File: src/rtl/nor_cmd_pkg.sv
package nor_cmd_pkg;

  typedef enum logic [2:0] {
    OP_PROG  = 3'd0,
    OP_CHIP  = 3'd1,
    OP_SECT  = 3'd2,
    OP_BUF   = 3'd3,
    OP_RST   = 3'd4
  } op_e;

  localparam logic [11:0] ADR_UNLK_A = 12'h555;
  localparam logic [11:0] ADR_UNLK_B = 12'h2AA;

  localparam logic [7:0] CMD_KEY_A   = 8'hAA;
  localparam logic [7:0] CMD_KEY_B   = 8'h55;
  localparam logic [7:0] CMD_ERS_SET = 8'h80;
  localparam logic [7:0] CMD_ERS_ALL = 8'h10;
  localparam logic [7:0] CMD_ERS_SEC = 8'h30;
  localparam logic [7:0] CMD_PGM     = 8'hA0;
  localparam logic [7:0] CMD_BUF_LD  = 8'h25;
  localparam logic [7:0] CMD_BUF_GO  = 8'h29;
  localparam logic [7:0] CMD_RESET   = 8'hF0;

endpackage

File: src/rtl/nor_req_check.sv
module nor_req_check #(
  parameter int BUF_WORDS = 32,
  parameter int CW        = 6
) (
  input  logic [2:0]    op,
  input  logic [CW-1:0] count,
  output logic          ok
);
  import nor_cmd_pkg::*;

  logic op_known;
  logic cnt_fits;

  always_comb begin
    op_known = (op <= 3'(OP_RST));
    cnt_fits = (count != '0) && (int'(count) <= BUF_WORDS);
    ok       = op_known && ((op != 3'(OP_BUF)) || cnt_fits);
  end

endmodule

File: src/rtl/nor_step_gen.sv
module nor_step_gen #(
  parameter int AW = 22,
  parameter int DW = 16
) (
  input  logic [2:0]    op,
  input  logic [2:0]    idx,
  input  logic [AW-1:0] sector,
  input  logic [AW-1:0] taddr,
  input  logic [DW-1:0] tdata,
  input  logic [DW-1:0] cnt_m1,
  input  logic [AW-1:0] ld_addr,
  input  logic [DW-1:0] ld_data,
  output logic [AW-1:0] s_addr,
  output logic [DW-1:0] s_data,
  output logic          s_last,
  output logic          s_load
);
  import nor_cmd_pkg::*;

  localparam logic [AW-1:0] UA = AW'(ADR_UNLK_A);
  localparam logic [AW-1:0] UB = AW'(ADR_UNLK_B);

  always_comb begin
    s_addr = '0;
    s_data = '0;
    s_last = 1'b0;
    s_load = 1'b0;
    if (op == 3'(OP_RST)) begin
      s_data = DW'(CMD_RESET);
      s_last = 1'b1;
    end else begin
      case (idx)
        3'd0: begin s_addr = UA; s_data = DW'(CMD_KEY_A); end
        3'd1: begin s_addr = UB; s_data = DW'(CMD_KEY_B); end
        3'd2: begin
          if (op == 3'(OP_PROG)) begin
            s_addr = UA; s_data = DW'(CMD_PGM);
          end else if (op == 3'(OP_BUF)) begin
            s_addr = sector; s_data = DW'(CMD_BUF_LD);
          end else begin
            s_addr = UA; s_data = DW'(CMD_ERS_SET);
          end
        end
        3'd3: begin
          if (op == 3'(OP_PROG)) begin
            s_addr = taddr; s_data = tdata; s_last = 1'b1;
          end else if (op == 3'(OP_BUF)) begin
            s_addr = sector; s_data = cnt_m1;
          end else begin
            s_addr = UA; s_data = DW'(CMD_KEY_A);
          end
        end
        3'd4: begin
          if (op == 3'(OP_BUF)) begin
            s_addr = ld_addr; s_data = ld_data; s_load = 1'b1;
          end else begin
            s_addr = UB; s_data = DW'(CMD_KEY_B);
          end
        end
        default: begin
          s_last = 1'b1;
          if (op == 3'(OP_CHIP)) begin
            s_addr = UA; s_data = DW'(CMD_ERS_ALL);
          end else if (op == 3'(OP_SECT)) begin
            s_addr = sector; s_data = DW'(CMD_ERS_SEC);
          end else begin
            s_addr = sector; s_data = DW'(CMD_BUF_GO);
          end
        end
      endcase
    end
  end

endmodule

File: src/rtl/nor_bus_timer.sv
module nor_bus_timer #(
  parameter int AW         = 22,
  parameter int DW         = 16,
  parameter int SETUP_CLKS = 2,
  parameter int PULSE_CLKS = 3,
  parameter int HOLD_CLKS  = 2
) (
  input  logic          clk,
  input  logic          rst,
  input  logic          go,
  input  logic [AW-1:0] w_addr,
  input  logic [DW-1:0] w_data,
  output logic          w_done,
  output logic [AW-1:0] bus_addr,
  output logic [DW-1:0] bus_data,
  output logic          bus_we_n
);
  localparam int TW = $clog2(SETUP_CLKS + PULSE_CLKS + HOLD_CLKS + 1);

  typedef enum logic [1:0] {T_IDLE, T_SETUP, T_PULSE, T_HOLD} tstate_e;

  tstate_e       st;
  logic [TW-1:0] cnt;

  initial begin
    if (SETUP_CLKS < 1 || PULSE_CLKS < 1 || HOLD_CLKS < 1)
      $error("timer phase lengths must be at least one clock");
  end

  always_ff @(posedge clk) begin
    if (rst) begin
      st       <= T_IDLE;
      cnt      <= '0;
      w_done   <= 1'b0;
      bus_addr <= '0;
      bus_data <= '0;
      bus_we_n <= 1'b1;
    end else begin
      w_done <= 1'b0;
      case (st)
        T_IDLE: if (go) begin
          bus_addr <= w_addr;
          bus_data <= w_data;
          cnt      <= TW'(SETUP_CLKS - 1);
          st       <= T_SETUP;
        end
        T_SETUP: if (cnt == '0) begin
          bus_we_n <= 1'b0;
          cnt      <= TW'(PULSE_CLKS - 1);
          st       <= T_PULSE;
        end else cnt <= cnt - 1'b1;
        T_PULSE: if (cnt == '0) begin
          bus_we_n <= 1'b1;
          cnt      <= TW'(HOLD_CLKS - 1);
          st       <= T_HOLD;
        end else cnt <= cnt - 1'b1;
        default: if (cnt == '0) begin
          w_done <= 1'b1;
          st     <= T_IDLE;
        end else cnt <= cnt - 1'b1;
      endcase
    end
  end

endmodule

File: src/rtl/nor_cmd_seq.sv
module nor_cmd_seq #(
  parameter int AW         = 22,
  parameter int DW         = 16,
  parameter int BUF_WORDS  = 32,
  parameter int SETUP_CLKS = 2,
  parameter int PULSE_CLKS = 3,
  parameter int HOLD_CLKS  = 2,
  localparam int CW        = $clog2(BUF_WORDS + 1)
) (
  input  logic          clk,
  input  logic          rst,
  input  logic          req_valid,
  output logic          req_ready,
  input  logic [2:0]    req_op,
  input  logic [AW-1:0] req_sector,
  input  logic [AW-1:0] req_addr,
  input  logic [DW-1:0] req_data,
  input  logic [CW-1:0] req_count,
  input  logic          wd_valid,
  output logic          wd_ready,
  input  logic [AW-1:0] wd_addr,
  input  logic [DW-1:0] wd_data,
  output logic [AW-1:0] bus_addr,
  output logic [DW-1:0] bus_data,
  output logic          bus_we_n,
  output logic          done,
  output logic          err
);
  typedef enum logic [1:0] {S_IDLE, S_ISSUE, S_WAIT} sstate_e;

  sstate_e       st;
  logic [2:0]    op_q;
  logic [2:0]    idx_q;
  logic [AW-1:0] sec_q;
  logic [AW-1:0] addr_q;
  logic [DW-1:0] data_q;
  logic [CW-1:0] cnt_q;
  logic [CW-1:0] left_q;
  logic          last_q;
  logic          load_q;

  logic          req_ok;
  logic [AW-1:0] s_addr;
  logic [DW-1:0] s_data;
  logic          s_last;
  logic          s_load;
  logic          tmr_go;
  logic          tmr_done;

  nor_req_check #(.BUF_WORDS(BUF_WORDS), .CW(CW)) u_chk_req (
    .op    (req_op),
    .count (req_count),
    .ok    (req_ok)
  );

  nor_step_gen #(.AW(AW), .DW(DW)) u_step (
    .op      (op_q),
    .idx     (idx_q),
    .sector  (sec_q),
    .taddr   (addr_q),
    .tdata   (data_q),
    .cnt_m1  (DW'(cnt_q - 1'b1)),
    .ld_addr (wd_addr),
    .ld_data (wd_data),
    .s_addr  (s_addr),
    .s_data  (s_data),
    .s_last  (s_last),
    .s_load  (s_load)
  );

  nor_bus_timer #(
    .AW(AW), .DW(DW),
    .SETUP_CLKS(SETUP_CLKS), .PULSE_CLKS(PULSE_CLKS), .HOLD_CLKS(HOLD_CLKS)
  ) u_tmr (
    .clk      (clk),
    .rst      (rst),
    .go       (tmr_go),
    .w_addr   (s_addr),
    .w_data   (s_data),
    .w_done   (tmr_done),
    .bus_addr (bus_addr),
    .bus_data (bus_data),
    .bus_we_n (bus_we_n)
  );

  assign req_ready = (st == S_IDLE);
  assign wd_ready  = (st == S_ISSUE) && s_load;
  assign tmr_go    = (st == S_ISSUE) && (!s_load || wd_valid);

  always_ff @(posedge clk) begin
    if (rst) begin
      st     <= S_IDLE;
      op_q   <= '0;
      idx_q  <= '0;
      sec_q  <= '0;
      addr_q <= '0;
      data_q <= '0;
      cnt_q  <= '0;
      left_q <= '0;
      last_q <= 1'b0;
      load_q <= 1'b0;
      done   <= 1'b0;
      err    <= 1'b0;
    end else begin
      done <= 1'b0;
      err  <= 1'b0;
      case (st)
        S_IDLE: if (req_valid) begin
          if (req_ok) begin
            op_q   <= req_op;
            sec_q  <= req_sector;
            addr_q <= req_addr;
            data_q <= req_data;
            cnt_q  <= req_count;
            left_q <= req_count;
            idx_q  <= '0;
            st     <= S_ISSUE;
          end else begin
            err <= 1'b1;
          end
        end
        S_ISSUE: if (tmr_go) begin
          last_q <= s_last;
          load_q <= s_load;
          st     <= S_WAIT;
        end
        default: if (tmr_done) begin
          if (last_q) begin
            done <= 1'b1;
            st   <= S_IDLE;
          end else begin
            if (load_q) begin
              left_q <= left_q - 1'b1;
              if (left_q == CW'(1)) idx_q <= idx_q + 1'b1;
            end else begin
              idx_q <= idx_q + 1'b1;
            end
            st <= S_ISSUE;
          end
        end
      endcase
    end
  end

endmodule

File: config.mk
export PLATFORM = sky130hd
export DESIGN_NAME = nor_cmd_seq
export DESIGN_NICKNAME = d
export VERILOG_FILES = /design/src/rtl/nor_cmd_pkg.sv /design/src/rtl/nor_req_check.sv /design/src/rtl/nor_step_gen.sv /design/src/rtl/nor_bus_timer.sv /design/src/rtl/nor_cmd_seq.sv
export SDC_FILE = /design/constraint.sdc
export NUM_CORES = 1
export LEC_CHECK = 0
export BUFFER_PORTS_ARGS = -buffer_cell sky130_fd_sc_hd__buf_2
export CAP_MARGIN = 10
export CORE_MARGIN = 2
export CORE_UTILIZATION = 49
export DETAILED_ROUTE_END_ITERATION = 12
export GPL_ROUTABILITY_DRIVEN = 0
export PLACE_DENSITY = 0.77
export SLEW_MARGIN = 30
export SYNTH_ARGS = -nofsm -noshare
export SYNTH_HDL_FRONTEND = slang
export SYNTH_HIERARCHICAL = 1
export SYNTH_SLANG_ARGS = --single-unit
File: constraint.sdc
create_clock -name clk -period 2.6 [get_ports clk]
set_clock_uncertainty 0.2 [all_clocks]
set_input_delay 0.13 -clock clk [delete_from_list [all_inputs] [get_ports clk]]
set_output_delay 0.13 -clock clk [all_outputs]
set_load 0.02 [all_outputs]
==> impl_metrics.env <==
export IMPL_status="completed"
export IMPL_clock_root_buffer="clkbuf_16"
export IMPL_postRouteAntennaNets=0
export IMPL_synth_xor_area_share=0.00551
export IMPL_maxCapViolations=0
export IMPL_cp_start_kind="primary input"
export IMPL_coreArea_sq_um=12700
export IMPL_synthArstFlopShare=0
export IMPL_portBuffers=153
export IMPL_synth_area_sq_um=6360
export IMPL_drcViolationCount=0
export IMPL_area_growth_pct=39.6
export IMPL_clkTransAtPathRegs_ps=60
export IMPL_fp_dieH_microns=118
export IMPL_rows=41
export IMPL_nFillCells=1005
export IMPL_avgSynthCellArea_sq_um=7.54
export IMPL_synthAdderAreaFrac=0.0197
export IMPL_slew_viol_final=0
export IMPL_grt_pass1_wl_microns=32400
export IMPL_p_per_area_nw_per_um2=674
export IMPL_relSlewSlack=0.452
export IMPL_crit_path_max_incr_delay_ps=530
export IMPL_synthFlopType="dfxtp_1"
export IMPL_post_cts_buffers=0
export IMPL_clkLatencyLatePin_ps=420
export IMPL_p_leak_nw=3.59
export IMPL_tightest_slew_ps=823
export IMPL_finalCritPeriodShare=0.952
export IMPL_synth_cell_type_count=67
export IMPL_grt_pass1_vias=6602
export IMPL_setup_violations=0
export IMPL_ys_warn_count=6
export IMPL_drtPass1Iterations=9
export IMPL_cts_tree="built"
export IMPL_period_needed_ps=2470
export IMPL_critPathKind="in -> reg"
export IMPL_hold_viol=0
export IMPL_tns_ps=0
export IMPL_die_area_sq_um=13900
export IMPL_numCtsBuffers=17
export IMPL_hold_class="in -> reg"
export IMPL_cp_end_kind="register"
export IMPL_max_freq_mhz=404
export IMPL_finalNetCount=1205
export IMPL_overflow=0
export IMPL_antenna_found_initial=0
export IMPL_diodes=0
export IMPL_crit_fanout=24
export IMPL_layout_common_cells="nand2_1, buf_2, dfxtp_1, a21oi_1, dlygate4sd3_1"
export IMPL_dpl_hpwl_microns=12500
export IMPL_ios=154
export IMPL_start_util=0.502
export IMPL_synth_top_family_by_area="simple AND/OR/NAND/NOR gates"
export IMPL_fin_area_sq_um=8880
export IMPL_slowest_stage="dlygate4sd3_1"
export IMPL_groute_usage_overall=0.287
export IMPL_wl_per_cell_microns=15.7
export IMPL_worst_ir_drop_vdd_v=0.000600
export IMPL_ys_seq_area_frac=0.406
export IMPL_vias=6980
export IMPL_ys_ff_latch=129
export IMPL_drt_vias_per_instance=5.50
export IMPL_grt_max_degree=77
export IMPL_rsz0062_at_grt="false"
export IMPL_htreeDepth=4
export IMPL_synth_edf_count=0
export IMPL_layout_commonest_cell="nand2_1"
export IMPL_synth_nets=965
export IMPL_clk_path_buf_depth=2
export IMPL_critical_path_arrival_ps=2620
export IMPL_clock_sinks=129
export IMPL_cpMostUsedCell="nor2_1"
export IMPL_wl_microns=20000
export IMPL_drt_first_iter_violations=618
export IMPL_placed_cell_area_sq_um=7310
export IMPL_synth_area_mux_share=0.00649
export IMPL_synth_simple_gate_area_frac=0.266
export IMPL_critical_path_required_ps=2750
export IMPL_drive_gt1_frac=0.215
export IMPL_path_cells="dlygate4sd3_1 -> buf_2 -> or4_1 -> o41ai_1 -> nor2_1 -> and4bb_2 -> buf_4 -> nor2_1 -> nand2_1 -> mux2i_1"
export IMPL_die_x_microns=118
export IMPL_synth_compound_area_share=0.237
export IMPL_syn_inst=844
==> per-stage QoR <==
step	power [W]	hold slack, ps	instances	setup WS [ps]	utilization
floorplan	0.00315	48.3	844	29.5	-
global placement	0.00349	170	1139	255	0.577
detailed placement	0.00351	177	1139	238	0.577
CTS	0.00599	5.56	1269	127	0.701
global route	0.00627	74.5	1269	15.8	0.701
finish	0.00598	22.4	1269	126	0.701
==> cell families (layout without fill, tap and decap cells) <==
logic type / Yosys count / after routing
AND/OR/NAND/NOR: 379 / 379
AO/OA/AOI/OAI: 242 / 242
flip-flops: 129 / 129
buffers and inverters: 76 / 329
adder cells (fa/ha/maj): 10 / 10
XOR/XNOR: 4 / 4
multiplexers: 4 / 4
==> sequential cells by signal, summed over array words and instances, names as in the netlist <==
register	flops
op_q	3
done	1
st	2
sec_q	22
u_tmr/cnt	3
err	1
u_tmr/w_done	1
u_tmr/bus_data	16
last_q	1
cnt_q	6
u_tmr/bus_addr	22
u_tmr/bus_we_n	1
data_q	16
left_q	6
idx_q	3
u_tmr/st	2
load_q	1
addr_q	22
==> critical path, delay by kind of cell <==
family          cells  cell delay, ps
mux                 1             150
compound gates      1             250
buf+inv             3             910
simple gates        5            1180
==> routing by layer <==
layer | vias to the layer above | wire length, microns | global-route usage
li1 | 3421 | - | -
met1 | 3213 | 8580 | 0.359
met2 | 299 | 9440 | 0.475
met3 | 47 | 1300 | 0.0581
met4 | 0 | 660 | 0.133
met5 | - | 0 | 0
==> synth_stat cells (3+ instances only) <==
cell / instances / area (sq um)
nand2_1: 260 / 976
dfxtp_1: 129 / 2580
a21oi_1: 125 / 626
nor2_1: 41 / 154
o21ai_0: 31 / 155
clkbuf_1: 29 / 109
buf_2: 21 / 105
nor3_1: 16 / 80.1
inv_1: 14 / 52.6
a222oi_1: 11 / 110
ha_1: 10 / 125
a22oi_1: 9 / 67.6
nand2b_1: 9 / 56.3
a21o_1: 8 / 60.1
buf_6: 7 / 78.8
a311oi_1: 6 / 52.6
a32o_1: 6 / 60.1
a32oi_1: 6 / 52.6
nand3_1: 6 / 30.0
nor2b_1: 6 / 37.5
o221ai_1: 6 / 52.6
a211oi_1: 5 / 37.5
a31oi_1: 5 / 31.3
and2_1: 5 / 31.3
nand3b_1: 5 / 37.5
nand4bb_1: 5 / 56.3
buf_4: 4 / 30.0
o21a_1: 4 / 30.0
mux2i_1: 3 / 30.0
o22ai_1: 3 / 18.8
or2_2: 3 / 18.8
or3_1: 3 / 18.8
xor2_1: 3 / 26.3
==> repair_timing <==
item	CTS	global route
resized for setup	0	1
hold buffers	98	0
endpoints found under the setup margin	0	2
endpoints found under the hold margin	104	0
==> final cells by class <==
class,count,area (sq um),share of cell area
clock inverter,13,136,0.0154
multi-input combinational,639,3410,0.383
timing repair buffer,282,2030,0.229
clock buffer,19,453,0.0510
inverter,15,57.6,0.00648
tap,172,215,0.0242
sequential,129,2580,0.291
==> path summary, 6_finish.rpt <==
| check | slack, ps | cells after the start | end | start |
|---|---|---|---|---|
| worst max-delay path | 130 | 10 | idx_q[2]$_SDFFE_PP0P_ | req_count[1] |
| worst min-delay path | 20 | 5 | u_tmr/bus_data[5]$_SDFFE_PP0P_ | wd_data[5] |
| worst max register to register | 210 | 8 | u_tmr/st[0]$_SDFFE_PP0P_ | op_q[2]$_SDFFE_PP0P_ |
| worst min register to register | 250 | 2 | addr_q[20]$_SDFFE_PP0P_ | addr_q[20]$_SDFFE_PP0P_ |
==> where the power goes <==
| part | total, W | internal (W) | switching, W |
|---|---|---|---|
| sequential | 0.00225 | 0.00214 | 0.000110 |
| combinational | 0.00137 | 0.000569 | 0.000796 |
| clock | 0.00237 | 0.00146 | 0.000917 |
Note: power is estimated with default switching activity, not from simulation.
